===== src/rtl/gpio_bank_pkg.sv =====
package gpio_bank_pkg;

   localparam int PINS_PER_SET  = 32;
   localparam int PINS_PER_BANK = 16;
   localparam int MAX_PINS      = 144;

   localparam logic [7:0] BANK_EN_ADDR = 8'h08;
   localparam logic [7:0] SET0_BASE    = 8'h10;
   localparam logic [7:0] SET_STRIDE   = 8'h28;
   localparam logic [7:0] SET_LAST_REG = 8'h24;

   // word index of a register inside one set window
   typedef enum logic [3:0] {
      RG_DIR      = 4'd0,
      RG_OUT      = 4'd1,
      RG_OUT_SET  = 4'd2,
      RG_OUT_CLR  = 4'd3,
      RG_IN       = 4'd4,
      RG_RISE_SET = 4'd5,
      RG_RISE_CLR = 4'd6,
      RG_FALL_SET = 4'd7,
      RG_FALL_CLR = 4'd8,
      RG_STAT     = 4'd9
   } gpio_reg_e;

   function automatic logic [7:0] set_base(input int idx);
      return 8'(int'(SET0_BASE) + idx * int'(SET_STRIDE));
   endfunction

endpackage


===== src/rtl/gpio_pin_sync.sv =====
module gpio_pin_sync #(
   parameter int WIDTH  = 32,
   parameter int STAGES = 2
) (
   input  logic             clk,
   input  logic             rst_n,
   input  logic [WIDTH-1:0] d_i,
   output logic [WIDTH-1:0] q_o,
   output logic [WIDTH-1:0] prev_o
);

   if (STAGES < 2) begin : g_bad_stages
      $error("gpio_pin_sync: STAGES must be at least 2");
   end

   logic [WIDTH-1:0] chain [STAGES];
   logic [WIDTH-1:0] prev_q;

   always_ff @(posedge clk or negedge rst_n) begin
      if (!rst_n) begin
         for (int i = 0; i < STAGES; i++) chain[i] <= '0;
         prev_q <= '0;
      end else begin
         chain[0] <= d_i;
         for (int i = 1; i < STAGES; i++) chain[i] <= chain[i-1];
         prev_q <= chain[STAGES-1];
      end
   end

   assign q_o    = chain[STAGES-1];
   assign prev_o = prev_q;

endmodule


===== src/rtl/gpio_reg_set.sv =====
module gpio_reg_set
   import gpio_bank_pkg::*;
#(
   parameter int PIN_COUNT   = 32,
   parameter int SYNC_STAGES = 2
) (
   input  logic                 clk,
   input  logic                 rst_n,
   input  logic                 wr_en,
   input  logic [3:0]           reg_idx,
   input  logic [31:0]          wdata,
   output logic [31:0]          rdata_o,
   input  logic [PIN_COUNT-1:0] pin_i,
   output logic [PIN_COUNT-1:0] pin_o,
   output logic [PIN_COUNT-1:0] pin_oe_o,
   output logic [PIN_COUNT-1:0] stat_o
);

   if (PIN_COUNT < 1 || PIN_COUNT > PINS_PER_SET) begin : g_bad_count
      $error("gpio_reg_set: PIN_COUNT out of range");
   end

   localparam logic [31:0] LIVE = (PIN_COUNT >= PINS_PER_SET) ? 32'hFFFF_FFFF
                                  : 32'((64'd1 << PIN_COUNT) - 64'd1);

   logic [31:0] pin_w;
   if (PIN_COUNT == PINS_PER_SET) begin : g_full
      assign pin_w = pin_i;
   end else begin : g_part
      assign pin_w = {{(PINS_PER_SET-PIN_COUNT){1'b0}}, pin_i};
   end

   logic [31:0] sync_w, prev_w;
   gpio_pin_sync #(.WIDTH(PINS_PER_SET), .STAGES(SYNC_STAGES)) u_sync (
      .clk    (clk),
      .rst_n  (rst_n),
      .d_i    (pin_w),
      .q_o    (sync_w),
      .prev_o (prev_w)
   );

   logic [31:0] dir_q, out_q, rise_q, fall_q, stat_q;
   logic [31:0] wmask, edge_hit, stat_clr;
   gpio_reg_e   rsel;

   assign rsel     = gpio_reg_e'(reg_idx);
   assign wmask    = wdata & LIVE;
   assign edge_hit = ((sync_w & ~prev_w & rise_q) | (~sync_w & prev_w & fall_q)) & LIVE;
   assign stat_clr = (wr_en && rsel == RG_STAT) ? wdata : 32'h0;

   always_ff @(posedge clk or negedge rst_n) begin
      if (!rst_n) begin
         dir_q  <= 32'hFFFF_FFFF;
         out_q  <= '0;
         rise_q <= '0;
         fall_q <= '0;
      end else if (wr_en) begin
         case (rsel)
            RG_DIR:      dir_q  <= wdata | ~LIVE;
            RG_OUT:      out_q  <= wmask;
            RG_OUT_SET:  out_q  <= out_q | wmask;
            RG_OUT_CLR:  out_q  <= out_q & ~wmask;
            RG_RISE_SET: rise_q <= rise_q | wmask;
            RG_RISE_CLR: rise_q <= rise_q & ~wmask;
            RG_FALL_SET: fall_q <= fall_q | wmask;
            RG_FALL_CLR: fall_q <= fall_q & ~wmask;
            default: ;
         endcase
      end
   end

   // a fresh edge wins over a same-cycle clear
   always_ff @(posedge clk or negedge rst_n) begin
      if (!rst_n) stat_q <= '0;
      else        stat_q <= ((stat_q & ~stat_clr) | edge_hit) & LIVE;
   end

   always_comb begin
      case (rsel)
         RG_DIR:                              rdata_o = dir_q & LIVE;
         RG_OUT, RG_OUT_SET, RG_OUT_CLR:      rdata_o = out_q;
         RG_IN:                               rdata_o = sync_w;
         RG_RISE_SET, RG_RISE_CLR:            rdata_o = rise_q;
         RG_FALL_SET, RG_FALL_CLR:            rdata_o = fall_q;
         RG_STAT:                             rdata_o = stat_q;
         default:                             rdata_o = 32'h0;
      endcase
   end

   assign pin_o    = out_q[PIN_COUNT-1:0];
   assign pin_oe_o = ~dir_q[PIN_COUNT-1:0];
   assign stat_o   = stat_q[PIN_COUNT-1:0];

endmodule


===== src/rtl/gpio_bank_ctrl.sv =====
module gpio_bank_ctrl
   import gpio_bank_pkg::*;
#(
   parameter  int NUM_PINS    = 144,
   parameter  int SYNC_STAGES = 2,
   localparam int NBANK       = (NUM_PINS + PINS_PER_BANK - 1) / PINS_PER_BANK
) (
   input  logic                clk,
   input  logic                rst_n,
   input  logic                bus_sel,
   input  logic                bus_wr,
   input  logic [7:0]          bus_addr,
   input  logic [31:0]         bus_wdata,
   output logic [31:0]         bus_rdata,
   output logic                bus_rvalid,
   input  logic [NUM_PINS-1:0] pin_in,
   output logic [NUM_PINS-1:0] pin_out,
   output logic [NUM_PINS-1:0] pin_oe,
   output logic [NBANK-1:0]    bank_irq
);

   localparam int NSET   = (NUM_PINS + PINS_PER_SET - 1) / PINS_PER_SET;
   localparam int STAT_W = NBANK * PINS_PER_BANK;

   if (NUM_PINS < 1 || NUM_PINS > MAX_PINS) begin : g_bad_pins
      $error("gpio_bank_ctrl: NUM_PINS must be 1..144");
   end

   logic [31:0]       set_rd  [NSET];
   logic [NSET-1:0]   set_hit;
   logic [STAT_W-1:0] stat_all;
   logic [NBANK-1:0]  bank_en_q;
   logic              en_hit;

   for (genvar k = 0; k < NSET; k++) begin : g_set
      localparam int          VN   = (NUM_PINS - PINS_PER_SET*k > PINS_PER_SET)
                                     ? PINS_PER_SET : NUM_PINS - PINS_PER_SET*k;
      localparam logic [7:0]  BASE = set_base(k);

      logic [7:0] off;
      assign off        = bus_addr - BASE;
      assign set_hit[k] = (bus_addr >= BASE) && (off <= SET_LAST_REG) && (off[1:0] == 2'b00);

      gpio_reg_set #(.PIN_COUNT(VN), .SYNC_STAGES(SYNC_STAGES)) u_set (
         .clk      (clk),
         .rst_n    (rst_n),
         .wr_en    (bus_sel && bus_wr && set_hit[k]),
         .reg_idx  (off[5:2]),
         .wdata    (bus_wdata),
         .rdata_o  (set_rd[k]),
         .pin_i    (pin_in [PINS_PER_SET*k +: VN]),
         .pin_o    (pin_out[PINS_PER_SET*k +: VN]),
         .pin_oe_o (pin_oe [PINS_PER_SET*k +: VN]),
         .stat_o   (stat_all[PINS_PER_SET*k +: VN])
      );
   end

   if (STAT_W > NUM_PINS) begin : g_stat_pad
      assign stat_all[STAT_W-1:NUM_PINS] = '0;
   end

   assign en_hit = (bus_addr == BANK_EN_ADDR);

   always_ff @(posedge clk or negedge rst_n) begin
      if (!rst_n)                          bank_en_q <= '0;
      else if (bus_sel && bus_wr && en_hit) bank_en_q <= bus_wdata[NBANK-1:0];
   end

   for (genvar b = 0; b < NBANK; b++) begin : g_bank
      assign bank_irq[b] = bank_en_q[b] & (|stat_all[PINS_PER_BANK*b +: PINS_PER_BANK]);
   end

   logic [31:0] rd_mux;
   always_comb begin
      rd_mux = 32'h0;
      if (en_hit) rd_mux = 32'(bank_en_q);
      for (int k = 0; k < NSET; k++)
         if (set_hit[k]) rd_mux = set_rd[k];
   end

   always_ff @(posedge clk or negedge rst_n) begin
      if (!rst_n) begin
         bus_rvalid <= 1'b0;
         bus_rdata  <= '0;
      end else begin
         bus_rvalid <= bus_sel && !bus_wr;
         if (bus_sel && !bus_wr) bus_rdata <= rd_mux;
      end
   end

endmodule


===== config.mk =====
export PLATFORM = sky130hd
export DESIGN_NAME = gpio_bank_ctrl
export DESIGN_NICKNAME = d
export VERILOG_FILES = /design/src/rtl/gpio_bank_pkg.sv /design/src/rtl/gpio_pin_sync.sv /design/src/rtl/gpio_reg_set.sv /design/src/rtl/gpio_bank_ctrl.sv
export SDC_FILE = /design/constraint.sdc
export NUM_CORES = 2
export LEC_CHECK = 0
export BUFFER_PORTS_ARGS = -buffer_cell sky130_fd_sc_hd__buf_2
export CAP_MARGIN = 0
export CORE_MARGIN = 3
export CORE_UTILIZATION = 59
export DETAILED_ROUTE_END_ITERATION = 10
export PLACE_DENSITY = 0.76
export SLEW_MARGIN = 40
export SYNTH_ARGS = -nofsm -noshare
export SYNTH_HDL_FRONTEND = slang
export SYNTH_SLANG_ARGS = --single-unit

===== constraint.sdc =====
create_clock -name clk -period 2 [get_ports clk]
set_input_delay 0.1 -clock clk [delete_from_list [all_inputs] [get_ports clk]]
set_output_delay 0.1 -clock clk [all_outputs]
set_load 0.005 [all_outputs]

Word level (Yosys, flattened, before mapping)
Index checks and enable logic that the tools add are counted.

word-level totals
  register bits = 1242
  input bits = 188
  logic and storage cells = 324

cells by class
  $add $sub $neg = 5
  $lt $le $gt $ge = 10
  equality and inequality tests = 46
  mux-type cells = 31
  bitwise gates (word level) = 96
  reductions and logical operators = 93

operators with widths
  operator                                                   count
  AND 32 bit                                                 35
  one-hot mux 32 bit (6 select lines)                        5
  OR 32 bit                                                  20
  one-hot mux 32 bit (2 select lines)                        10
  NOT 32 bit                                                 17
  one-hot mux 32 bit (3 select lines)                        5
  2-to-1 mux 32 bit                                          9
  OR reduction 16 bit                                        9
  OR 32 x 16 -> 32 bit                                       3
  AND 16 bit                                                 5
  equality test 4 x 3 -> 1 bit (second input constant)       20
  NOT 16 bit                                                 4
  equality test 4 x 2 -> 1 bit (second input constant)       10
  equality test 4 bit (second input constant)                10
  <= comparator 8 x 6 -> 1 bit (second input constant)       5
  AND reduction 2 bit                                        20
  NOT 16 -> 32 bit                                           1
  OR 16 bit                                                  2
  logical AND 1 bit                                          23
  equality test 4 x 1 -> 1 bit (second input constant)       5
  zero test 4 bit                                            5
  nonzero test 2 bit                                         10
  OR reduction 2 bit                                         10
  greater-or-equal comparator 8 bit (second input constant)  2
  other kinds (15)                                           36

Longest topological paths before layout
  word-level depth = 10
  mapped depth = 16
  gate-level depth less buffers = 8

By module
From an unflattened synthesis, not the netlist that was laid out.

second synthesis, totals
  cells, all modules = 5503
  area total of the unflattened synthesis = 58897.7 µm²

modules (own cells, without submodules)
  module                             times used  cells an instance  area each (µm²)  seq. area each (µm²)
  gpio_reg_set (g_set[0].u_set ...)  4           978                9255.1           4043.9
  gpio_pin_sync                      5           128                2642.5           2402.3
  gpio_reg_set (g_set[4].u_set)      1           535                5091.1           2021.9
  gpio_bank_ctrl                     1           416                3573.4           1051.0

Worst setup path before layout
OpenSTA, ideal clock, no wires.

  path kind = input to register
  start point = input port bus_addr[3]
  end point = register with a tool-made name
  setup time = 0.141 ns
  arrival time = 2.831 ns
  required time = 1.859 ns
  slack = -0.972 ns
  stages = 13
  buffers on the path = 9
  path through = buf_4 buf_4 inv_2 buf_2 buf_1 ha_1 buf_2 buf_2 clkbuf_1 buf_2 nor3_1 clkbuf_1 a31oi_1

RTL lines
  what             RTL line              RTL
  start, declared  gpio_bank_ctrl.sv:12  input logic [7:0] bus_addr,

Worst setup path after layout
  start point = register g_set[4].u_set.stat_q[7]
  end point = output port bank_irq[8]

between the ends
  cells in the longest elaborated chain, start to end = 2

RTL lines
  what                    RTL line              RTL
  start, declared         gpio_reg_set.sv:42    logic [31:0] dir_q, out_q, rise_q, fall_q, stat_q;
  start signal, assigned  gpio_reg_set.sv:75    else stat_q <= ((stat_q & ~stat_clr) | edge_hit) & LIVE;
  OR reduction 16 bit     gpio_bank_ctrl.sv:70  assign bank_irq[b] = bank_en_q[b] & (|stat_all[PINS_PER_BANK*b +: PINS_PER_BANK]);
  AND 1 bit               gpio_bank_ctrl.sv:70
  end, declared           gpio_bank_ctrl.sv:19  output logic [NBANK-1:0] bank_irq

Every way passes these cells.

==> metrics <==
Routed Antenna Nets=0; dpl hpwl=150,000 um; status=complete, but fails checks; GP Congestion=1.03; Gate Count Post-Synth=5,093; Rows=roughly 110; Hold Path Class=in -> reg; sequential element share of the synthesized area=56.9%; Crit path required time=approximately 1.9 ns; Reg2Reg Capture Point=bus_rdata[9]$_DFFE_PN0P_; hold endpoint=g_set[3].u_set.u_sync.chain[53]$_DFF_PN0_; Mapped Area=around 0.053 mm2; core area=0.0885 mm2; top post-synthesis cells by area=dfrtp_1, dfstp_2, nand2_1; Cell variety after synth=92; clock root cell=clkbuf_16; drt via density=6.82; GRT Overall Usage=45.7%; Layout Skew=approximately 0.021 ns; worst skew pair latency=0.73 ns; FILL cells=5,711; Final Cycle Share=104%; RSZ-0062 raised after global routing=yes; Setup crit end kind=output port; top sig layer=met5; Synth Area per Inst=just over 10 um2; I/O pin cnt=518; first-pass GRT wire length=319,000 um; Fin Hold WS=0.00697 ns; final max-slew violation count=0; routed len/inst=between 20 and 30 um; met3 wire length=about 27,000 um; Tmin final=2.08 ns; CTS tree=done; net count after synthesis=5,287; Routed WL=~220,000 um; Worst Setup Start Kind=flip-flop; PortBufs=~520; Die Wd=around 310 um; simple-gate share of the synthesized area=between 10% and 20%; Clock transition at path regs=0.07 ns; total grt overflow=0; Syn-to-layout area delta=29.7%; Met2 Wirelength=95,500 um; P_leak=0.0306 uW; number of remaining DRC errors=0; Synth Area in Adders=less than 1%; Synth top area share=49.7%; post-synthesis sequential element count=1,194; # H-tree levels=3; largest net degree at the start of global routing=91; initial antenna violation count=12; Reg2Reg Depth=7; Final WS setup=-0.0765 ns; Post-synth top flop=dfrtp_1; post-synthesis mux area share=4.13%; starting density of the core=59.7%; post-synth top area cell=dfrtp_1; Reg-to-Reg Start=g_set[1].u_set.u_sync.q_o[9]$_DFF_PN0_; peak supply drop=974 uV; Fmax=0.482 GHz; failing checks=negative setup slack; XOR/XNOR Fraction of Synth Area=0.114%; share of post-route cells with drive strength above 1=between 20 and 30%; pin slew with the least headroom to its limit=0.942 ns; FFs w/ async S/R, synth=100%; critical path class=reg -> out; R2R Setup Slk=0 ns; first drt pass iteration count=10; Metal-1 WL=74,600 um; die area=0.0932 mm2; Slew HR=37.0%; worst hold start=pin_in[117]; WHS Path Cells=2; Final nets=6,292; CP Data Arrival Time=1.98 ns; vias in the first global route=between 40,000 and 50,000; initial drt markers=~7,000; Max clock buf depth=3; largest family of logic cells by synthesized area=compound AO/OA/AOI/OAI gates; die height=just over 300 um; Final setup viols=6; Synth Area in Compound Gates=22.4%; power per cell area=852 mW/mm2; Fin. Hold Viols=0; DR vias=50,300; CTS buffer count=119; number of synthesized flops with an enable pin=0; Ys Warns=0; # Max-Cap Violations=0; worst-path fanout max=2; pre-CTS WS=-0.752 ns; clock tree sinks=1,194
[cell usage after synthesis (9+ instances only)]
library cell  number
a21o_1            37
o21ai_1           50
a221oi_1          28
nand3b_1         147
buf_4             18
dfrtp_1         1050
nor2b_1           11
inv_1            190
a31oi_1          267
and2_1            10
o221ai_1          22
mux2i_1          128
dfstp_2          144
a32oi_1           10
a22o_1           177
nand2_1          710
o31ai_1           18
a41oi_1           15
nor4_1            40
nor3_2             9
o41ai_1           15
and3_1            60
buf_1             34
a222oi_1          28
clkbuf_1         265
nand3_1           65
o22ai_1           14
nor3_1            45
nand2b_1           9
buf_2            142
mux2_2            23
mux2_1            57
nor2_1            84
a22oi_1          113
a21oi_1          288
a221o_1           30
a211oi_1          31
o21ai_0          441
o211ai_1         120
a32o_1            31
o2111ai_1         13
[worst max-delay path: stages (launching register included)]
cell     delay (ns)
dfrtp_2        0.46
nor4_4         0.30
buf_4          0.18
a41oi_4        0.14
buf_2          0.17
[cell type report]
type	instances	area (um2)	share of cell area, %
Multi-Input combinational cell	3246	21100	30.8
Sequential cell	1194	30100	43.9
Tap cell	1165	1460	2.13
Inverter	194	741	1.08
Antenna cell	10	25.0	0.0365
Timing Repair Buffer	1343	10700	15.6
Clock buffer	165	3500	5.10
Clock inverter	62	901	1.32
[timing repair]
| item | CTS | global route |
|---|---|---|
| setup endpoints to repair | 15 | 24 |
| setup buffers | 10 | 8 |
| hold endpoints to repair | 1628 | 0 |
| gates resized for setup | 64 | 29 |
| hold buffers | 231 | 0 |
| pin swaps | 25 | 14 |
[worst max-delay path by stage]
stage	start	slack (ns)	end	cells after the start
finish	g_set[4].u_set.stat_q[7]$_DFF_PN0_	-0.08	bank_irq[8]	4
global route	g_set[4].u_set.stat_q[11]$_DFF_PN0_	-0.12	bank_irq[8]	4
CTS	g_set[2].u_set.stat_o[14]$_DFF_PN0_	-0.08	bank_irq[4]	4
detailed placement	bus_addr[4]	-0.75	bus_rdata[24]$_DFFE_PN0P_	15
global placement	bus_addr[3]	-0.73	bus_rdata[24]$_DFFE_PN0P_	15
floorplan	bus_addr[4]	-0.43	bus_rdata[9]$_DFFE_PN0P_	14
[report_power, final]
part	switching [uW]	total [uW]	internal (uW)
combinational	3890	6660	2770
sequential	1290	26700	25400
clock	10000	25000	14900
[layout by cell type, fill, tap and decap left out, types with 20 or more instances in the layout]
cell and count:
a31oi_1 265, a32o_1 31, a221oi_1 25, a222oi_1 28, bufinv_16 21, a21o_1 37, a22o_1 177, a22oi_1 112
mux2_2 23, buf_12 107, o21ai_0 437, mux2i_1 127, mux2_1 27, and3_1 56, dfrtp_1 1042, dlygate4sd3_1 230
nor3_1 39, nor4_4 25, o221ai_1 22, a21oi_1 288, clkbuf_8 24, o211ai_1 120, dfstp_2 144, clkbuf_16 124
inv_1 190, o21ai_1 52, buf_4 490, a221o_1 30, nor2_1 76, nand3_1 64, nand2_2 20, nand3b_1 147
nand2_1 692, buf_2 514, mux2_4 30, a211oi_1 27, clkinv_2 23
[per-stage QoR]
| stage | power [uW] | cell area, um2 | util, % | std cells | setup TNS (ns) |
|---|---|---|---|---|---|
| after detailed placement | 32800 | 61000 | 69.0 | 6894 | -291.83 |
| final | 58300 | 68500 | 77.4 | 7379 | -0.241 |
| after CTS | 57900 | 68300 | 77.1 | 7361 | -0.258 |
| after global routing | 59800 | 68500 | 77.4 | 7372 | -0.639 |
| after floorplan | 29200 | 53400 | - | 5093 | -187.38 |
| after global placement | 32600 | 61000 | 69.0 | 6894 | -266.77 |
[metal layers]
| metal | vias up | global-route usage [%] |
|---|---|---|
| met4 | 6 | 31.3 |
| met3 | 966 | 12.4 |
| met1 | 24700 | 57.4 |
| met2 | 4008 | 69.5 |
| li1 | 20700 | - |
| met5 | - | 0 |
[cell families after synthesis]
kind of cell,after synthesis
AOI/OAI and AO/OA,1791
and+or+nand+nor,1235
DFF,1194
buffers and inverters,653
muxes,208
xor gates and xnor gates,6
adders and majority gates,6
Power figures use the tool's default switching activity.
